`config.mk`:
```
export PLATFORM = sky130hd
export DESIGN_NAME = lrc_last_reset_cause
export DESIGN_NICKNAME = d
export VERILOG_FILES = /design/src/rtl/lrc_pkg.sv /design/src/rtl/lrc_btn_classifier.sv /design/src/rtl/lrc_cause_capture.sv /design/src/rtl/lrc_read_port.sv /design/src/rtl/lrc_last_reset_cause.sv
export SDC_FILE = /design/constraint.sdc
export NUM_CORES = 1
export LEC_CHECK = 0
export BUFFER_PORTS_ARGS = -buffer_cell sky130_fd_sc_hd__buf_2
export CAP_MARGIN = 20
export CORE_ASPECT_RATIO = 1.4
export CORE_MARGIN = 3
export CORE_UTILIZATION = 55
export DETAILED_ROUTE_END_ITERATION = 6
export PLACE_DENSITY = 0.83
export SYNTH_ARGS = -nofsm -noshare
export SYNTH_HDL_FRONTEND = slang
export SYNTH_SLANG_ARGS = --single-unit
export TNS_END_PERCENT = 5
```
`constraint.sdc`:
```
create_clock -name clk -period 3.5 [get_ports clk]
set_input_delay 0.7 -clock clk [delete_from_list [all_inputs] [get_ports clk]]
set_output_delay 0.7 -clock clk [all_outputs]
set_load 0.005 [all_outputs]
```
`src/rtl/lrc_pkg.sv`:
```
`timescale 1ns/1ps
package lrc_pkg;
    typedef enum logic [1:0] {
        BTN_IDLE  = 2'd0,
        BTN_SHORT = 2'd1,
        BTN_LONG  = 2'd2
    } btn_state_e;
endpackage

```
`src/rtl/lrc_btn_classifier.sv`:
```
`timescale 1ns/1ps
module lrc_btn_classifier
    import lrc_pkg::*;
#(
    parameter int LONG_CYCLES = 1000
) (
    input  logic clk,
    input  logic por_n,
    input  logic btn_i,
    output logic short_evt_o,
    output logic long_evt_o
);
    localparam int CNT_W = $clog2(LONG_CYCLES + 1);
    localparam logic [CNT_W-1:0] LIMIT = CNT_W'(LONG_CYCLES);

    btn_state_e state_q, state_d;
    logic [CNT_W-1:0] cnt_q, cnt_d;

    // state register
    always_ff @(posedge clk or negedge por_n) begin
        if (!por_n) begin
            state_q <= BTN_IDLE;
            cnt_q   <= '0;
        end else begin
            state_q <= state_d;
            cnt_q   <= cnt_d;
        end
    end

    // transitions
    always_comb begin
        state_d = state_q;
        cnt_d   = cnt_q;
        unique case (state_q)
            BTN_IDLE: begin
                if (btn_i) begin
                    state_d = BTN_SHORT;
                    cnt_d   = CNT_W'(1);
                end
            end
            BTN_SHORT: begin
                if (!btn_i) begin
                    state_d = BTN_IDLE;
                    cnt_d   = '0;
                end else if (cnt_q == LIMIT) begin
                    state_d = BTN_LONG;
                end else begin
                    cnt_d = cnt_q + CNT_W'(1);
                end
            end
            BTN_LONG: begin
                if (!btn_i) begin
                    state_d = BTN_IDLE;
                    cnt_d   = '0;
                end
            end
            default: begin
                state_d = BTN_IDLE;
                cnt_d   = '0;
            end
        endcase
    end

    // registered press reports
    always_ff @(posedge clk or negedge por_n) begin
        if (!por_n) begin
            short_evt_o <= 1'b0;
            long_evt_o  <= 1'b0;
        end else begin
            short_evt_o <= (state_q == BTN_SHORT) && !btn_i;
            long_evt_o  <= (state_q == BTN_LONG) && !btn_i;
        end
    end
endmodule

```
`src/rtl/lrc_cause_capture.sv`:
```
`timescale 1ns/1ps
module lrc_cause_capture #(
    parameter int N = 20
) (
    input  logic         clk,
    input  logic         por_n,
    input  logic [N-1:0] req_i,
    output logic [N-1:0] flags_o
);
    localparam logic [N-1:0] COLD_VAL = N'(1);

    logic [N-1:0] pick;
    assign pick = req_i & (~req_i + N'(1));

    always_ff @(posedge clk or negedge por_n) begin
        if (!por_n)
            flags_o <= COLD_VAL;
        else if (|req_i)
            flags_o <= pick;
    end
endmodule

```
`src/rtl/lrc_read_port.sv`:
```
`timescale 1ns/1ps
module lrc_read_port #(
    parameter int N      = 20,
    parameter int WORD_W = 8,
    parameter int SEL_W  = 2
) (
    input  logic [N-1:0]      flags_i,
    input  logic [SEL_W-1:0]  sel_i,
    output logic [WORD_W-1:0] data_o
);
    localparam int NUM_WORDS = (N + WORD_W - 1) / WORD_W;
    localparam int PAD_W     = NUM_WORDS * WORD_W;

    logic [PAD_W-1:0]  padded;
    logic [WORD_W-1:0] word [NUM_WORDS];

    assign padded = PAD_W'(flags_i);

    for (genvar w = 0; w < NUM_WORDS; w++) begin : g_word
        assign word[w] = padded[w*WORD_W +: WORD_W];
    end

    always_comb begin
        data_o = '0;
        for (int w = 0; w < NUM_WORDS; w++) begin
            if (sel_i == SEL_W'(w)) data_o = word[w];
        end
    end
endmodule

```
`src/rtl/lrc_last_reset_cause.sv`:
```
`timescale 1ns/1ps
module lrc_last_reset_cause #(
    parameter int NUM_EXT     = 18,
    parameter int LONG_CYCLES = 1000,
    parameter int WORD_W      = 8,
    localparam int NUM_CAUSES = NUM_EXT + 2,
    localparam int NUM_WORDS  = (NUM_CAUSES + WORD_W - 1) / WORD_W,
    localparam int SEL_W      = (NUM_WORDS > 1) ? $clog2(NUM_WORDS + 1) : 1
) (
    input  logic                  clk,
    input  logic                  por_n,
    input  logic [NUM_EXT-1:0]    ext_cause_i,
    input  logic                  btn_i,
    input  logic [SEL_W-1:0]      rd_sel_i,
    output logic [WORD_W-1:0]     rd_data_o,
    output logic [NUM_CAUSES-1:0] flags_o
);
    logic btn_short, btn_long;
    logic [NUM_CAUSES-1:0] req;

    lrc_btn_classifier #(.LONG_CYCLES(LONG_CYCLES)) u_btn (
        .clk        (clk),
        .por_n      (por_n),
        .btn_i      (btn_i),
        .short_evt_o(btn_short),
        .long_evt_o (btn_long)
    );

    assign req = {btn_long, btn_short, ext_cause_i};

    lrc_cause_capture #(.N(NUM_CAUSES)) u_cap (
        .clk    (clk),
        .por_n  (por_n),
        .req_i  (req),
        .flags_o(flags_o)
    );

    lrc_read_port #(.N(NUM_CAUSES), .WORD_W(WORD_W), .SEL_W(SEL_W)) u_rd (
        .flags_i(flags_o),
        .sel_i  (rd_sel_i),
        .data_o (rd_data_o)
    );
endmodule

```
**Word level (Yosys, flattened, before mapping)**

Cells that the tools add are included.

- Flip-flop bits (word level): 34
- Latch bits: 0
- Bits in writable memories: 0
- Bits in read-only memories: 0
- Output and inout port bits: 28
- Memories: 0

- Add/subtract/negate cells: 2
- Multiply operators: 0
- Divide/modulo/power cells: 0
- Order comparisons: 0
- Eq/ne operators: 9
- Shift operators: 0
- Muxes and demuxes: 13
- Bitwise gates (word level): 2
- Reduce and logical (&&, ||, !) cells: 8

Operator list:

| cell | count |
|---|---|
| 10-bit 2-to-1 mux | 4 |
| 10-bit case mux with 3 select lines | 1 |
| 8-bit 2-to-1 mux | 3 |
| 20-bit by 1-bit adder with 20-bit output (second input constant) | 1 |
| 20-bit bitwise AND | 1 |
| 20-bit NOT | 1 |
| 20-bit OR reduction | 1 |
| 10-bit by 1-bit adder with 10-bit output (second input constant) | 1 |
| 10-bit equality test (second input constant) | 1 |
| 2-bit 2-to-1 mux | 4 |
| 2-bit case mux with 3 select lines | 1 |
| 3-bit AND reduction | 2 |
| 2-bit by 1-bit equality test with 1-bit output (second input constant) | 2 |
| 2-bit equality test (second input constant) | 2 |
| 2-bit logical NOT | 2 |
| 2-bit != test (second input constant) | 2 |
| 3-bit by 2-bit != test with 1-bit output (second input constant) | 1 |
| 3-bit != test (second input constant) | 1 |
| 1-bit logical AND | 2 |
| 1-bit logical NOT | 1 |

**Depth between registers and ports, before layout**

- Depth after elaboration: 4
- Mapped depth: 6
- Gate-level depth less buffers: 6

**By module**

From an unflattened synthesis, not the netlist that was laid out.

- Cell total of the unflattened synthesis: 191
- Area, all modules: 1,924.3 um2

Modules (own cells, without submodules):

| module | instances | cells an instance | area an instance (um2) |
|---|---|---|---|
| lrc_cause_capture | 1 | 84 | 932.1 |
| lrc_btn_classifier | 1 | 88 | 825.8 |
| lrc_read_port | 1 | 19 | 166.4 |

**Worst setup path after synthesis**

No wires, ideal clock.

- Path type: input to output
- Start: in rd_sel_i[0]
- End: out rd_data_o[0]
- Arrival time: 1.389 ns
- Data required time: 2.800 ns
- Slack: 1.411 ns
- Stages: 4
- Path buffers: 1
- Path through: clkbuf_1 > nor2b_1 > nand2_1 > o21ai_0

- Cells in the longest elaborated chain, start to end: 4

Ends and longest elaborated chain:

| element | RTL line | text |
|---|---|---|
| from (decl) | lrc_last_reset_cause.sv:14 | `input logic [SEL_W-1:0] rd_sel_i,` |
| 2-bit logical NOT | lrc_read_port.sv:26 | `if (sel_i == SEL_W'(w)) data_o = word[w];` |
| 8-bit 2-to-1 mux (2 in series) | lrc_read_port.sv:26 |  |
| 8-bit 2-to-1 mux * | lrc_read_port.sv:26 |  |
| to (decl) | lrc_last_reset_cause.sv:15 | `output logic [WORD_W-1:0] rd_data_o,` |

Mark *: on every way between the ends. The rest lies on a longest branch, timed or not.

**Worst setup path after layout**

- Start: in rd_sel_i[0]
- End: out rd_data_o[3]

Same word-level chain as after synthesis.

==> results.json <==
{
  "cts-root-buf": "sky130_fd_sc_hd__clkbuf_8",
  "area_of_the_core_sq_um": 2960,
  "die-width_microns": 53.7,
  "ios": 51,
  "critPathRequiredTime_ns": 2.80,
  "number_of_distinct_library_cells_after_synthesis": 42,
  "post_cts_resized": 0,
  "tritoncts.num_buffers": 5,
  "remaining_drc_errors": 0,
  "yosys.cell_count.top_type": "sky130_fd_sc_hd__dfrtp_1",
  "port_buffers": 50,
  "async_reset_ff_frac": 1.00,
  "cts_hold_buf": 0,
  "final_net_count": 248,
  "clock.fmax_mhz": 450,
  "drt_first_pass_iters": 4,
  "layout-drive-gt1-share": 0.281,
  "synthDominantCellAreaShare": 0.472,
  "critical_path_peak_fanout": 9,
  "grt.total_usage": 0.241,
  "initial_utilization": 0.591,
  "worst_clk_skew_ns": 0.00534,
  "clock_sinks": 34,
  "ctsLongestPathBuffers": 2,
  "number_of_enable_type_register_cells_in_the_synthesized_netlist": 0,
  "finalSetupViolCount": 0,
  "dr.first_iter.drc_count": 25,
  "syn_avg_cell_area_sq_um": 10.2,
  "cts.htree.levels": 2,
  "detail_route.wirelength_mm": 4.39,
  "synth.yosys.seq_area_share": 0.487,
  "initial_antenna_violation_count": 0,
  "clock_latency_ns": 0.29,
  "layout_min_cycle_time_ns": 2.22,
  "grt_pass1_wl_mm": 6.88,
  "placed_cell_area_sq_um": 2020,
  "final.setup.tns_ns": 0,
  "dr_total_vias": 1580,
  "timing.critical_path.from_type": "input port",
  "layout_worst_path_cycle_share": 0.635,
  "place_congestion": 0.872,
  "setup.worst_path.end_class": "output port",
  "die-area_sq_um": 3910,
  "layout-area-overhead-vs-synth_pct": 20.9,
  "leakage_uw": 0.00111,
  "synth.top_cells.by_count": "33 x sky130_fd_sc_hd__dfrtp_1, 14 x sky130_fd_sc_hd__nor2_1, 10 x sky130_fd_sc_hd__nand2_1",
  "power.density_nw_per_um2": 368,
  "worst_ep_arrival_time_ns": 1.52,
  "drt.antenna.violating_nets": 0,
  "tritoncts": "built",
  "syn-cell-area_sq_um": 1750,
  "placement_row_count": 23,
  "power.ir.vdd_worst_uv": 358,
  "routed_via_density": 6.05,
  "synthCells": 171,
  "net_count_synth": 196,
  "routedWlPerCell_microns": 16.8,
  "grt_remaining_overflow": 0,
  "netlist_top_cells_area": "sky130_fd_sc_hd__dfrtp_1 47%, sky130_fd_sc_hd__mux2i_1 5.1%, sky130_fd_sc_hd__a22o_1 3.5%",
  "synth_warnings": 0,
  "slew_headroom": 0.500,
  "dpl.hpwl_mm": 3.36,
  "tightestPinTransition_ns": 0.749,
  "status": "completed",
  "synth_ff_type": "sky130_fd_sc_hd__dfrtp_1",
  "crit_path_start": "rd_sel_i[0]",
  "final_hold_fails": 0,
  "cts_setup_buffers": 0,
  "final_max_slew_viol_count": 0,
  "holdCritPathClass": "input port to asynchronous set/reset pin",
  "count_of_maximum_capacitance_violations": 0,
  "final_cell_area_excluding_filler_cells_sq_um": 2120,
  "critPathKind": "input port to output port",
  "synth_area_leader_cell": "sky130_fd_sc_hd__dfrtp_1",
  "postSynthRegisterBits": 34,
  "clk_transition_reported_paths_ns": 0.06,
  "r2r-start": "u_btn.cnt_q[0]",
  "largest_net_degree_at_the_start_of_global_routing": 35,
  "antenna-diode-count": 0,
  "rsz0062_at_grt": "no",
  "first_global_vias": 1579,
  "die-height_microns": 72.8
}
cells by family (layout without fill, tap and decap cells):
family | after synthesis | count (layout) | share of synthesized area
buffers and inverters | 14 | 67 | 0.0343
flip-flops | 34 | 34 | 0.487
adder cells (fa/ha/maj) | 2 | 2 | 0.0143
AND/OR/NAND/NOR | 65 | 65 | 0.220
AO/OA/AOI/OAI | 43 | 43 | 0.172
XOR/XNOR | 3 | 3 | 0.0150
multiplexers | 10 | 10 | 0.0579
report_power, final:
part	internal, uW	leakage [uW]	switching, uW	total (uW)
registers	400	0.000463	7.77	408
logic	29.7	0.000602	44.5	74.2
clock network	159	0.0000482	138	297
total	588	0.00111	190	779
metal layers:
layer	share of wire	global-route usage	up-vias
li1	-	-	742
met1	0.37	0.243	759
met2	0.54	0.427	67
met3	0.062	0.0634	12
met4	0.032	0.134	0
met5	0	0	-
worst max-delay path, stage by stage:
cell and delay, ns:
sky130_fd_sc_hd__buf_2 0.21, sky130_fd_sc_hd__nor2b_1 0.30, sky130_fd_sc_hd__nand2_1 0.08, sky130_fd_sc_hd__o21ai_0 0.08, sky130_fd_sc_hd__buf_2 0.14
path summary, 6_finish.rpt:
path                                     endpoint  slack (ns)  cells past startpoint
worst min-delay path            u_btn.short_evt_o        0.48                      1
min in group clk                 u_cap.flags_o[6]        0.52                      1
max in group asynchronous       u_cap.flags_o[10]        2.54                      1
worst max-delay path                 rd_data_o[3]        1.28                      5
worst max register to register     u_btn.cnt_q[0]        1.50                      6
worst min register to register   u_cap.flags_o[6]        0.52                      1
state kept, by name, indices dropped and copies added (netlist names):
name,cells
u_btn.cnt_q,10
u_btn.state_q,2
u_btn.long_evt_o,1
u_btn.short_evt_o,1
u_cap.flags_o,20
layout make-up:
cell class | count | area [sq um]
Fill cell | 236 | 848
Timing Repair Buffer | 51 | 258
Clock inverter | 1 | 5.00
Clock buffer | 7 | 86.3
Multi-Input combinational cell | 123 | 838
Inverter | 8 | 30.0
Sequential cell | 34 | 852
Tap cell | 37 | 46.3
stage by stage:
| step | cells | power [uW] | hold WS [ns] | util | worst slack [ns] |
|---|---|---|---|---|---|
| 5_1_grt | 261 | 812 | 0.511 | 0.714 | 1.15 |
| 4_1_cts | 261 | 787 | 0.491 | 0.714 | 1.30 |
| 6_report | 261 | 779 | 0.481 | 0.714 | 1.28 |
| 3_5_place_dp | 253 | 489 | 0.510 | 0.683 | 1.02 |
| 2_1_floorplan | 171 | 449 | 0.404 | - | 1.41 |
| 3_3_place_gp | 253 | 485 | 0.489 | 0.683 | 1.15 |
cells in the final DEF (no fill, tap or decap), types with 2 or more instances in the layout:
cell type                  count
sky130_fd_sc_hd__nor2b_1       2
sky130_fd_sc_hd__clkbuf_8      6
sky130_fd_sc_hd__a21o_1        3
sky130_fd_sc_hd__and3b_1       2
sky130_fd_sc_hd__nand3b_1      4
sky130_fd_sc_hd__nor4_1        4
sky130_fd_sc_hd__nor2_1       14
sky130_fd_sc_hd__nor3b_1       2
sky130_fd_sc_hd__mux2i_1       9
sky130_fd_sc_hd__buf_2        50
sky130_fd_sc_hd__ha_1          2
sky130_fd_sc_hd__a211o_1       2
sky130_fd_sc_hd__dfrtp_1      33
sky130_fd_sc_hd__a22o_1        7
sky130_fd_sc_hd__nand4b_1      2
sky130_fd_sc_hd__xor2_1        2
sky130_fd_sc_hd__a21oi_1       8
sky130_fd_sc_hd__nand4_1       3
sky130_fd_sc_hd__a21boi_0      2
sky130_fd_sc_hd__a32o_1        4
sky130_fd_sc_hd__and3_1        2
sky130_fd_sc_hd__nand2_1      10
sky130_fd_sc_hd__nor3_1        7
sky130_fd_sc_hd__inv_1         8
sky130_fd_sc_hd__nand2b_1      4
sky130_fd_sc_hd__a31oi_1       5
sky130_fd_sc_hd__o21ai_0       9
No activity file was read; power rests on OpenSTA's default activity.
